### src/rtl/mdio_mgmt_pkg.sv
package mdio_mgmt_pkg;

    localparam int SEL_W   = 3;
    localparam int MAX_DIV = 28;

    // Divisor of the system clock for each MDC selection code
    function automatic int unsigned div_of(input logic [SEL_W-1:0] sel);
        case (sel)
            3'd0, 3'd1: div_of = 4;
            3'd2:       div_of = 6;
            3'd3:       div_of = 8;
            3'd4:       div_of = 10;
            3'd5:       div_of = 14;
            3'd6:       div_of = 20;
            default:    div_of = 28;
        endcase
    endfunction

endpackage

### src/rtl/mdio_mdc_gen.sv
module mdio_mdc_gen
    import mdio_mgmt_pkg::*;
(
    input  logic             clk,
    input  logic             rst_n,
    input  logic             en_i,
    input  logic [SEL_W-1:0] sel_i,
    output logic             mdc_o,
    output logic             rise_o,
    output logic             fall_o
);
    localparam int CNT_W = $clog2(MAX_DIV);

    typedef struct packed {
        logic [CNT_W-1:0] cnt;
        logic             mdc;
    } gen_t;

    gen_t gen_d, gen_q;
    logic [CNT_W-1:0] half_cnt, last_cnt;

    always_comb begin
        half_cnt = CNT_W'(div_of(sel_i) / 2 - 1);
        last_cnt = CNT_W'(div_of(sel_i) - 1);
        rise_o   = en_i && (gen_q.cnt == half_cnt);
        fall_o   = en_i && (gen_q.cnt == last_cnt);
        gen_d    = gen_q;
        if (!en_i) begin
            gen_d = '0;
        end else if (fall_o) begin
            gen_d.cnt = '0;
            gen_d.mdc = 1'b0;
        end else begin
            gen_d.cnt = gen_q.cnt + 1'b1;
            if (rise_o) gen_d.mdc = 1'b1;
        end
    end

    always_ff @(posedge clk or negedge rst_n) begin
        if (!rst_n) gen_q <= '0;
        else        gen_q <= gen_d;
    end

    assign mdc_o = gen_q.mdc;


    edge_excl_chk: assert property (@(posedge clk) disable iff (!rst_n)
        !(rise_o && fall_o));

    rise_high_chk: assert property (@(posedge clk) disable iff (!rst_n)
        rise_o |=> mdc_o);

    fall_low_chk: assert property (@(posedge clk) disable iff (!rst_n)
        fall_o |=> !mdc_o);

    idle_low_chk: assert property (@(posedge clk) disable iff (!rst_n)
        !en_i |=> !mdc_o);

endmodule

### src/rtl/mdio_frame_seq.sv
module mdio_frame_seq
    import mdio_mgmt_pkg::*;
#(
    parameter int PRE_LEN = 32,
    parameter int PHY_W   = 5,
    parameter int REG_W   = 5,
    parameter int DATA_W  = 16
) (
    input  logic              clk,
    input  logic              rst_n,
    input  logic              start_i,
    input  logic              rd_i,
    input  logic [PHY_W-1:0]  phy_i,
    input  logic [REG_W-1:0]  reg_i,
    input  logic [DATA_W-1:0] wdata_i,
    input  logic [SEL_W-1:0]  sel_i,
    input  logic              rise_i,
    input  logic              fall_i,
    input  logic              mdi_i,
    output logic              busy_o,
    output logic [SEL_W-1:0]  sel_o,
    output logic              mdo_o,
    output logic              mdo_en_o,
    output logic [DATA_W-1:0] rd_data_o
);
    localparam int FRAME_W  = PRE_LEN + 4 + PHY_W + REG_W + 2 + DATA_W;
    localparam int TA_POS   = PRE_LEN + 4 + PHY_W + REG_W;
    localparam int DATA_POS = TA_POS + 2;
    localparam int IDX_W    = $clog2(FRAME_W);
    localparam logic [IDX_W-1:0] TA_I   = IDX_W'(TA_POS);
    localparam logic [IDX_W-1:0] DATA_I = IDX_W'(DATA_POS);
    localparam logic [IDX_W-1:0] LAST_I = IDX_W'(FRAME_W - 1);

    typedef struct packed {
        logic               busy;
        logic               rd;
        logic [SEL_W-1:0]   sel;
        logic [IDX_W-1:0]   idx;
        logic [FRAME_W-1:0] sh;
        logic               oe;
        logic               mdo;
        logic [DATA_W-1:0]  rdata;
    } seq_t;

    seq_t seq_d, seq_q;
    logic [FRAME_W-1:0] frame_w;
    logic [IDX_W-1:0]   idx_nxt;

    always_comb begin
        frame_w = {{PRE_LEN{1'b1}}, 2'b01,
                   (rd_i ? 2'b10 : 2'b01),
                   phy_i, reg_i,
                   (rd_i ? 2'b00 : 2'b10),
                   (rd_i ? {DATA_W{1'b0}} : wdata_i)};
        idx_nxt = seq_q.idx + 1'b1;
        seq_d   = seq_q;
        if (!seq_q.busy) begin
            if (start_i) begin
                seq_d.busy = 1'b1;
                seq_d.rd   = rd_i;
                seq_d.sel  = sel_i;
                seq_d.idx  = '0;
                seq_d.sh   = frame_w;
                seq_d.oe   = 1'b1;
                seq_d.mdo  = frame_w[FRAME_W-1];
            end
        end else begin
            if (rise_i && seq_q.rd && (seq_q.idx >= DATA_I))
                seq_d.rdata = {seq_q.rdata[DATA_W-2:0], mdi_i};
            if (fall_i) begin
                if (seq_q.idx == LAST_I) begin
                    seq_d.busy = 1'b0;
                    seq_d.oe   = 1'b0;
                    seq_d.mdo  = 1'b0;
                end else begin
                    seq_d.idx = idx_nxt;
                    seq_d.sh  = seq_q.sh << 1;
                    seq_d.oe  = !(seq_q.rd && (idx_nxt >= TA_I));
                    seq_d.mdo = seq_d.oe & seq_q.sh[FRAME_W-2];
                end
            end
        end
    end

    always_ff @(posedge clk or negedge rst_n) begin
        if (!rst_n) seq_q <= '0;
        else        seq_q <= seq_d;
    end

    assign busy_o    = seq_q.busy;
    assign sel_o     = seq_q.sel;
    assign mdo_o     = seq_q.mdo;
    assign mdo_en_o  = seq_q.oe;
    assign rd_data_o = seq_q.rdata;


    busy_ignore_chk: assert property (@(posedge clk) disable iff (!rst_n)
        (seq_q.busy && start_i) |=> ($stable(seq_q.rd) && $stable(seq_q.sel)));

    rd_release_chk: assert property (@(posedge clk) disable iff (!rst_n)
        (seq_q.busy && seq_q.rd && seq_q.idx >= TA_I) |-> !mdo_en_o);

    idle_quiet_chk: assert property (@(posedge clk) disable iff (!rst_n)
        !busy_o |-> (!mdo_en_o && !mdo_o));

    rdata_hold_chk: assert property (@(posedge clk) disable iff (!rst_n)
        !busy_o |=> $stable(rd_data_o));

    bit_step_chk: assert property (@(posedge clk) disable iff (!rst_n)
        (busy_o && !fall_i) |=> ($stable(seq_q.idx) && $stable(mdo_o)));

endmodule

### src/rtl/mdio_mgmt_master.sv
module mdio_mgmt_master
    import mdio_mgmt_pkg::*;
#(
    parameter int PRE_LEN = 32,
    parameter int PHY_W   = 5,
    parameter int REG_W   = 5,
    parameter int DATA_W  = 16
) (
    input  logic              clk,
    input  logic              rst_n,
    input  logic              cmd_start,
    input  logic              cmd_read,
    input  logic [PHY_W-1:0]  phy_addr,
    input  logic [REG_W-1:0]  reg_addr,
    input  logic [DATA_W-1:0] wr_data,
    input  logic [SEL_W-1:0]  clk_div_sel,
    input  logic              mdi,
    output logic              mdc,
    output logic              mdo,
    output logic              mdo_en,
    output logic [DATA_W-1:0] rd_data,
    output logic              busy
);
    logic             rise_w, fall_w;
    logic [SEL_W-1:0] sel_w;

    mdio_mdc_gen u_gen (
        .clk    (clk),
        .rst_n  (rst_n),
        .en_i   (busy),
        .sel_i  (sel_w),
        .mdc_o  (mdc),
        .rise_o (rise_w),
        .fall_o (fall_w)
    );

    mdio_frame_seq #(
        .PRE_LEN (PRE_LEN),
        .PHY_W   (PHY_W),
        .REG_W   (REG_W),
        .DATA_W  (DATA_W)
    ) u_seq (
        .clk       (clk),
        .rst_n     (rst_n),
        .start_i   (cmd_start),
        .rd_i      (cmd_read),
        .phy_i     (phy_addr),
        .reg_i     (reg_addr),
        .wdata_i   (wr_data),
        .sel_i     (clk_div_sel),
        .rise_i    (rise_w),
        .fall_i    (fall_w),
        .mdi_i     (mdi),
        .busy_o    (busy),
        .sel_o     (sel_w),
        .mdo_o     (mdo),
        .mdo_en_o  (mdo_en),
        .rd_data_o (rd_data)
    );


    mdc_idle_chk: assert property (@(posedge clk) disable iff (!rst_n)
        (!busy && !$past(busy)) |-> !mdc);

endmodule

### config.mk
export PLATFORM = sky130hd
export DESIGN_NAME = mdio_mgmt_master
export DESIGN_NICKNAME = d
export VERILOG_FILES = /design/src/rtl/mdio_mgmt_pkg.sv /design/src/rtl/mdio_mdc_gen.sv /design/src/rtl/mdio_frame_seq.sv /design/src/rtl/mdio_mgmt_master.sv
export SDC_FILE = /design/constraint.sdc
export NUM_CORES = 1
export LEC_CHECK = 0
export ABC_AREA = 1
export BUFFER_PORTS_ARGS = -buffer_cell sky130_fd_sc_hd__buf_2
export CORE_AREA = 2 2 112 114
export DETAILED_ROUTE_END_ITERATION = 8
export DIE_AREA = 0 0 114 116
export PLACE_DENSITY = 0.54
export RECOVER_POWER = 50
export SLEW_MARGIN = 20
export SYNTH_ARGS = -nofsm -noshare
export SYNTH_HDL_FRONTEND = slang
export SYNTH_HIERARCHICAL = 1
export SYNTH_SLANG_ARGS = --single-unit
### constraint.sdc
create_clock -name clk -period 3.25 [get_ports clk]
set_clock_uncertainty 0.2 [all_clocks]
set_input_delay 0.1625 -clock clk [delete_from_list [all_inputs] [get_ports clk]]
set_output_delay 0.1625 -clock clk [all_outputs]
set_load 0.03 [all_outputs]
**Word-level counts from Yosys, hierarchy flattened**

Index checks and enable logic that the tools add are counted.

- Reduce and logical (&&, ||, !) cells: 13
- Bitwise operators: 2
- Add/subtract/negate cells: 4
- Magnitude comparators: 2
- Muxes and demuxes: 15
- Equal/unequal tests: 12

Operators with widths:

| operator | count |
|---|---|
| $mux 72 | 2 |
| $mux 77 | 1 |
| $mux 70 | 1 |
| $pmux 5 s6 | 1 |
| $mux 16 | 1 |
| $ge 6x6->1 const B | 2 |
| $mux 6 | 2 |
| $eq 5x5->1 | 2 |
| $eq 3x3->1 const B | 3 |
| $add 6x1->6 const B | 1 |
| $eq 3x2->1 const B | 2 |
| $eq 6x6->1 const B | 1 |
| $mux 2 | 3 |
| $reduce_and 2->1 | 3 |
| $add 5x1->5 const B | 1 |
| $logic_and 1x1->1 | 5 |
| $sub 4x1->5 const B | 1 |
| $sub 5x1->5 const B | 1 |
| $mux 1 | 4 |
| $ne 2x2->1 const B | 2 |
| $eq 3x1->1 const B | 1 |
| $logic_not 3->1 | 1 |
| $ne 3x2->1 const B | 1 |
| $reduce_and 3->1 | 1 |
| 5 further kinds | 5 |

- Output and inout port bits: 20
- Bits of input ports: 34
- Bits in registers: 98
- Word-level logic and storage cells: 58

**Longest topological paths before layout**

Gate-level depths: netlist (run 1).

- Depth in word-level cells: 9
- Depth in mapped cells: 21
- Depth with buffers taken out: 19

**Modules after synthesis**

Netlist (run 1), hierarchy kept.

By module, submodules not included:

| module | seq. area each (um2) | cells an instance | times used | area each (um2) |
|---|---|---|---|---|
| mdio_frame_seq | 2,302.2 | 424 | 1 | 4,149.0 |
| mdio_mdc_gen | 150.1 | 86 | 1 | 523.0 |

**Worst setup path after synthesis (run 1)**

OpenSTA, ideal clock, no wires.

- Path type: register -> register
- Start point: register u_seq.seq_q, in the netlist u_seq/sel_o[2]
- End point: register u_seq/seq_q[69] (netlist bit)
- Data required time: 2.929 ns
- Period minus slack after synthesis: 2.693 ns
- Cell stages (with the launch flop): 22
- Path slack: 0.557 ns
- Setup time: 0.121 ns
- Buffers on the path: 3
- Arrival: 2.373 ns
- Cell sequence: dfrtp_1 > buf_4 > inv_2 > nand3_1 > nand2_1 > inv_1 > ha_1 > inv_1 > nand2_1 > nand3_1 > nor2_1 > nand3_1 > nor2_2 > inv_2 > nor2_1 > nand2_2 > inv_2 > nand2_4 > buf_6 > buf_4 > a21oi_1 > nand2_1

- Word-level cells in the longest chain between the ends: 8
- Elaborated cells on any way between the ends: 14
- Classes of those cells: 1 x add/sub; 8 x eq/ne; 1 x mux; 4 x reduce/logical

RTL lines:

| item | line | text |
|---|---|---|
| start, declared | mdio_frame_seq.sv:45 | `seq_t seq_d, seq_q;` |
| start signal, assigned | mdio_frame_seq.sv:87 | `else seq_q <= seq_d;` |
| $eq 3x1->1 or $logic_not 3->1 (tied branches) | mdio_mgmt_pkg.sv:8 | `case (sel)` |
| $reduce_or 2->1 | mdio_mgmt_pkg.sv:8 |  |
| $pmux 5 s6 * | mdio_mgmt_pkg.sv:8 |  |
| $sub 5x1->5 * | mdio_mdc_gen.sv:24 | `last_cnt = CNT_W'(div_of(sel_i) - 1);` |
| $eq 5x5->1 * | mdio_mdc_gen.sv:26 | `fall_o = en_i && (gen_q.cnt == last_cnt);` |
| $logic_and 1x1->1 * | mdio_mdc_gen.sv:26 |  |
| named net fall_w | mdio_mgmt_master.sv:24 | `logic rise_w, fall_w;` |
| $ne 2x2->1 (no source line) * | n/a |  |
| $reduce_and 3->1 (no source line) * | n/a |  |

Mark *: on every way through the listed nets, which the timed path passes. The rest lies on a longest branch.
A chain may end at the register's enable or synchronous reset.

**Worst setup path after layout (run 1)**

- Start point: register u_seq.seq_q, in the netlist u_seq/sel_o[2]
- End point: register u_seq/seq_q[48] (netlist bit)

Same word-level chain as after synthesis.

==> results.py, run 1 <==
metrics = {
    "final_layout": {
        "nets": 614,
        "multiInputGateArea_um2": 1630,
        "syn_to_final_growth_pct": 19.2,
        "n_antenna_cell": 0,
        "seqCellArea_um2": 2450,
        "finish.utilization_pct": 46.8,
        "n_fill_cell": 1153,
        "layout-drive-gt1-share_pct": 16.4,
    },
    "global_route": {
        "grt_overflow_total": 0,
        "grt_pass1_vias": 3563,
        "grt_max_degree": 82,
        "grt_pass1_wl_um": 15700,
        "antenna_found_initial": 0,
        "grt_use_total_pct": 14.6,
    },
    "yosys": {
        "syn_avg_cell_area_um2": 9.16,
        "synthFlopType": "dfrtp_1",
        "synth_top_family_by_area": "compound AO/OA/AOI/OAI gates",
        "synthMuxAreaShare_pct": 0,
        "synth_compound_area_share_pct": 17.5,
        "yosys_warnings": 6,
        "synth-seq-cells": 98,
        "yosys.area_share.simple_pct": 15.2,
        "synth_xor_xnor_area_share_pct": 0.562,
        "ys_top_cells_by_count": "112 x nand2_1, 98 x dfrtp_1, 75 x inv_1",
        "synth_top_area_cell": "dfrtp_1",
        "synth_most_common_cell": "nand2_1",
        "synth_edf_count": 0,
        "synth_seq_area_share_pct": 52.5,
        "async_reset_ff_share_pct": 100,
        "syn_area_um2": 4670,
        "synth_nets": 548,
        "synth_top_area_share_pct": 52.5,
        "synth_cell_types": 27,
        "synth_fa_ha_area_share_pct": 1.07,
        "synthCells": 510,
        "synth_area_leaders": "dfrtp_1 52%, nand2_1 9.0%, o221ai_2 6.4%",
    },
    "detailed_routing": {
        "drc_errors": 0,
        "via_count": 3537,
        "dr.pass1.iters": 4,
        "via_per_inst": 4.86,
        "antenna_left": 0,
        "drt_iter0_drc": 189,
        "routedWlPerCell_um": 12.5,
        "postRouteWirelength_um": 9070,
    },
    "floorplanning": {
        "die_y_um": 116,
        "dieArea_um2": 13200,
        "num_io_pins": 54,
        "core-area_um2": 11900,
        "initial_core_util_pct": 39.2,
        "rows": 40,
        "die_x_um": 114,
    },
    "sta": {
        "period_needed_ns": 2.91,
        "worst_slew_pin_slew_ns": 2.02,
        "setup_viol": 0,
        "relSlewSlack_pct": -34.5,
        "tns_ns": 0,
        "max_freq_ghz": 0.344,
        "hold_viol_final": 0,
        "finalCritPeriodShare_pct": 89.5,
        "drv_slew": 82,
    },
    "power": {
        "power_density_nw_per_um2": 775,
        "p_leak_nw": 2.65,
        "ir_drop_uv": 312,
    },
    "min_path": {
        "min_path_type": "reg -> reg",
        "hold_depth": 2,
    },
    "place": {
        "gp_congestion": 0.765,
        "io_buffers": 53,
        "dp_hpwl_um": 5480,
    },
    "clocking": {
        "clock_latency_ns": 0.34,
        "cts_setup_buffers": 0,
        "clock-sinks": 98,
        "cts_root_buffer": "clkbuf_16",
        "cts_htree_levels": 3,
        "ctsLongestPathBuffers": 2,
        "clk_pin_slew_ns": 0.06,
        "cts_made_buffers": 9,
        "cts_tree": "yes",
    },
    "critical_path": {
        "path_class": "reg -> reg",
        "startpoint_type": "flop",
        "end_kind": "flop",
        "rr_worst_depth": 18,
        "critical_path_arrival_ns": 2.93,
        "worstPathRequired_ns": 3.27,
        "worstPathMaxFanout": 28,
    },
    "status": {
        "failed_checks": "capacitance limit, slew limit",
        "outcome": "finished with violations",
    },
    "run": {
        "drv_cap": 1,
    },
}
[final cells by class]
cell class / count / area share (%)
clock inverters: 5 / 0.719
clock buffers: 11 / 4.18
flip-flops and latches: 98 / 44.1
repair buffers: 97 / 13.1
well taps: 147 / 3.30
inverters: 80 / 5.44
multi-input cells: 290 / 29.2
[per-stage QoR]
step                      total power (W)  hold WS (ns)  setup WS, ns  std cells  area [um2]
final                             0.00431         0.277         0.343        728        5570
after global placement            0.00326         0.167         0.319        676        4910
after global routing              0.00467         0.313     -0.000668        728        5570
after detailed placement          0.00330         0.170         0.199        676        4910
after floorplan                   0.00305        -0.333         0.557        510        4670
after CTS                         0.00434         0.279         0.188        726        5520
[worst max-delay path, stage by stage, from the launching register on]
cell	delay (ns)
dfrtp_2	0.45
inv_2	0.10
nand3_1	0.12
nand2_1	0.13
inv_1	0.05
ha_1	0.24
inv_1	0.09
nand3_1	0.11
nand3_1	0.10
nand2_1	0.08
nor2_2	0.14
inv_2	0.05
nor2_1	0.11
nand2_2	0.10
inv_2	0.12
nand2_8	0.13
buf_16	0.21
a21oi_1	0.12
o21ai_0	0.11
[report_power, final]
group | total [W] | switching, W | leakage (nW) | internal (W)
combinational | 0.00144 | 0.000860 | 1.27 | 0.000579
clock | 0.000974 | 0.000451 | 0.122 | 0.000523
sequential | 0.00190 | 0.000228 | 1.25 | 0.00167
[layout by cell type, fill, tap and decap left out, types with 3 or more instances in the layout]
master	count
o21ai_0	27
nand2_1	112
o221ai_2	20
ha_1	4
buf_4	3
buf_2	33
nand2_2	3
clkbuf_1	23
o21ai_1	7
inv_2	4
nand3_1	20
clkinvlp_4	3
inv_1	75
dlygate4sd3_1	34
o221ai_1	8
clkbuf_16	11
dfrtp_1	97
a21oi_1	42
o22ai_1	5
nor2_1	25
nor2_2	3
[metal layers]
metal,share of wire (%),vias up,track usage [%]
li1,-,1767,-
met3,3.4,18,3.03
met1,50,1674,18.8
met4,2.0,0,6.50
met2,45,78,23.9
met5,0,-,0
[registers in the layout, summed over array words and instances (netlist names)]
| name | flops |
|---|---|
| u_seq/seq_q | 70 |
| u_seq/rd_data_o | 16 |
| u_gen/gen_q | 5 |
| u_seq/sel_o | 3 |
| u_gen/mdc_o | 1 |
| u_seq/busy_o | 1 |
| u_seq/mdo_en_o | 1 |
| u_seq/mdo_o | 1 |
[worst paths after layout]
path                                        to  slack (ns)             from
max in group asynchronous  u_seq/rd_data_o[12]        0.70            rst_n
min                            u_seq/seq_q[72]        0.28  u_seq/seq_q[71]
min reg2reg                    u_seq/seq_q[72]        0.28  u_seq/seq_q[71]
min in group asynchronous      u_seq/seq_q[57]        0.73            rst_n
max                            u_seq/seq_q[48]        0.34   u_seq/sel_o[2]
max reg2reg                    u_seq/seq_q[48]        0.34   u_seq/sel_o[2]
[what timing repair did]
action / CTS / global route
resized for setup: 0 / 6
hold buffers: 34 / 0
hold endpoints to repair: 113 / 0
setup endpoints to repair: 0 / 67
[cells by family (layout without fill, tap and decap cells)]
kind of cell,after synthesis,after routing
fa+ha+maj,4,4
buf+inv,122,193
compound gates,113,113
xor+xnor,3,3
flops,98,98
simple gates,170,170
(Power assumes the default switching activity.)
==> run 2, diff against run 1 <==
- CORE_AREA: 2 2 112 114 -> 2 2 96 98
- DIE_AREA: 0 0 114 116 -> 0 0 98 100
- PLACE_DENSITY: 0.54 -> 0.71
==> results.py, run 2 (same netlist as run 1, synthesis figures left out) <==
metrics = {
    "final_layout": {
        "regMostFlops": "u_seq/seq_q",
        "n_antenna_cell": 0,
        "final_common_cell": "nand2_1",
        "n_fill_cell": 745,
        "nets": 614,
        "syn_to_final_growth_pct": 17.0,
        "layout_common_cells": "112 x nand2_1, 96 x dfrtp_1, 75 x inv_1, 42 x a21oi_1, 36 x dlygate4sd3_1",
        "layoutNonFillerInstCount": 692,
        "largest_reg_flops": 70,
        "layout-drive-gt1-share_pct": 16.5,
    },
    "sta": {
        "max_freq_ghz": 0.338,
        "relSlewSlack_pct": 0.496,
        "whs_ns": 0.281,
        "worst_slew_pin_slew_ns": 1.49,
        "setup_viol": 0,
        "drv_slew": 0,
        "hold_viol_final": 0,
        "period_needed_ns": 2.96,
        "tns_ns": 0,
        "finalCritPeriodShare_pct": 91.0,
        "rsz0062_at_grt": "false",
    },
    "clocking": {
        "clock-sinks": 98,
        "cts_tree": "yes",
        "clock_latency_ns": 0.36,
        "cts_setup_buffers": 0,
        "clk_pin_slew_ns": 0.10,
        "cts_htree_levels": 3,
        "ctsLongestPathBuffers": 2,
        "cts_made_buffers": 9,
        "cts_root_buffer": "clkbuf_8",
    },
    "critical_path": {
        "path_class": "reg -> reg",
        "cp_slowest_cell": "dfrtp_2",
        "worstPathMaxFanout": 24,
        "worstPathRequired_ns": 3.29,
        "cp_cell_sequence": "inv_2, nand3_1, nand2_1, inv_1, ha_1, inv_1, nand3_1, nand3_1, nand2_1, nor2_2, inv_2, nor2_1, nand2_2, inv_2, nand2_8, nand2_2, buf_12, o221ai_1",
        "slowest_delay_ns": 0.47,
        "startpoint_type": "flop",
        "cp_num_buf_inv": 6,
        "crit_family": "simple AND/OR/NAND/NOR gates",
        "critical_path_arrival_ns": 3.00,
        "end_kind": "flop",
    },
    "detailed_routing": {
        "postRouteWirelength_um": 9170,
        "routedWlPerCell_um": 13.2,
        "drt_iter0_drc": 118,
        "via_per_inst": 5.11,
        "via_count": 3536,
        "antenna_left": 0,
        "dr.pass1.iters": 4,
        "drc_errors": 0,
    },
    "power": {
        "power_density_nw_per_um2": 780,
        "p_leak_nw": 2.64,
        "ir_drop_uv": 417,
    },
    "place": {
        "placedCellCount": 638,
        "gp_congestion": 0.818,
        "io_buffers": 53,
        "dp_hpwl_um": 5300,
    },
    "floorplanning": {
        "initial_core_util_pct": 52.6,
        "rows": 35,
        "die_x_um": 98,
        "core-area_um2": 8890,
        "num_io_pins": 54,
        "dieArea_um2": 9800,
        "die_y_um": 100,
    },
    "global_route": {
        "grt_pass1_wl_um": 15300,
        "grt_max_degree": 61,
        "grt_overflow_total": 0,
        "grt_use_total_pct": 19.0,
        "antenna_found_initial": 0,
        "grt_pass1_vias": 3495,
    },
    "status": {
        "outcome": "finished with violations",
        "failed_checks": "capacitance limit",
    },
    "run": {
        "drv_cap": 1,
    },
    "min_path": {
        "min_path_type": "reg -> reg",
    },
}
[run 2: worst paths after layout]
kind                                  from              end  slack [ns]  cells past startpoint
hold reg to reg            u_seq/seq_q[74]  u_seq/seq_q[75]        0.28                      2
setup / recovery            u_seq/sel_o[2]  u_seq/seq_q[20]        0.29                     18
min in group asynchronous            rst_n   u_gen/gen_q[5]        0.49                      2
max in group asynchronous            rst_n   u_seq/sel_o[1]        0.76                      3
hold / removal             u_seq/seq_q[74]  u_seq/seq_q[75]        0.28                      2
setup reg to reg            u_seq/sel_o[2]  u_seq/seq_q[20]        0.29                     18
[run 2: layout make-up]
class                      instances  area [um2]  share of cell area [%]
tap                              111         139                    2.54
clock buffer                       9         124                    2.27
timing repair buffer              97         722                    13.2
multi-input combinational        290        1610                    29.5
inverter                          80         303                    5.54
sequential                        98        2450                    44.9
clock inverter                     7         109                    1.99
[run 2: where the power goes]
group / total (W) / internal (W) / switching [W]
clock: 0.000906 / 0.000450 / 0.000457
sequential: 0.00191 / 0.00167 / 0.000239
combinational: 0.00145 / 0.000576 / 0.000873
total: 0.00426 / 0.00270 / 0.00157
[run 2: stage by stage]
step	total power (W)	setup slack, ns	utilization (%)	cell area [um2]
3_5_place_dp	0.00330	0.234	54.4	4830
5_1_grt	0.00458	0.0164	61.5	5460
3_3_place_gp	0.00323	0.338	54.4	4830
2_1_floorplan	0.00305	0.557	-	4670
4_1_cts	0.00425	0.228	61.0	5430
6_report	0.00426	0.292	61.5	5460
[run 2: metal layers]
| layer | up-vias | track usage (%) | wire (um) |
|---|---|---|---|
| li1 | 1765 | - | - |
| met1 | 1699 | 25.0 | 4340 |
| met2 | 65 | 31.8 | 4410 |
| met3 | 7 | 3.97 | 323 |
| met4 | 0 | 6.09 | 88 |
| met5 | - | 0 | 0 |
[run 2: what timing repair did]
item	CTS	global route
endpoints found under the hold margin	93	0
hold buffers	36	0
endpoints found under the setup margin	0	47
gates resized for setup	0	6
[run 2: worst min-delay path, cell delays in order (launching register included)]
cell and delay (ns):
dfrtp_1 0.35, nand2_1 0.05, nand2_1 0.05
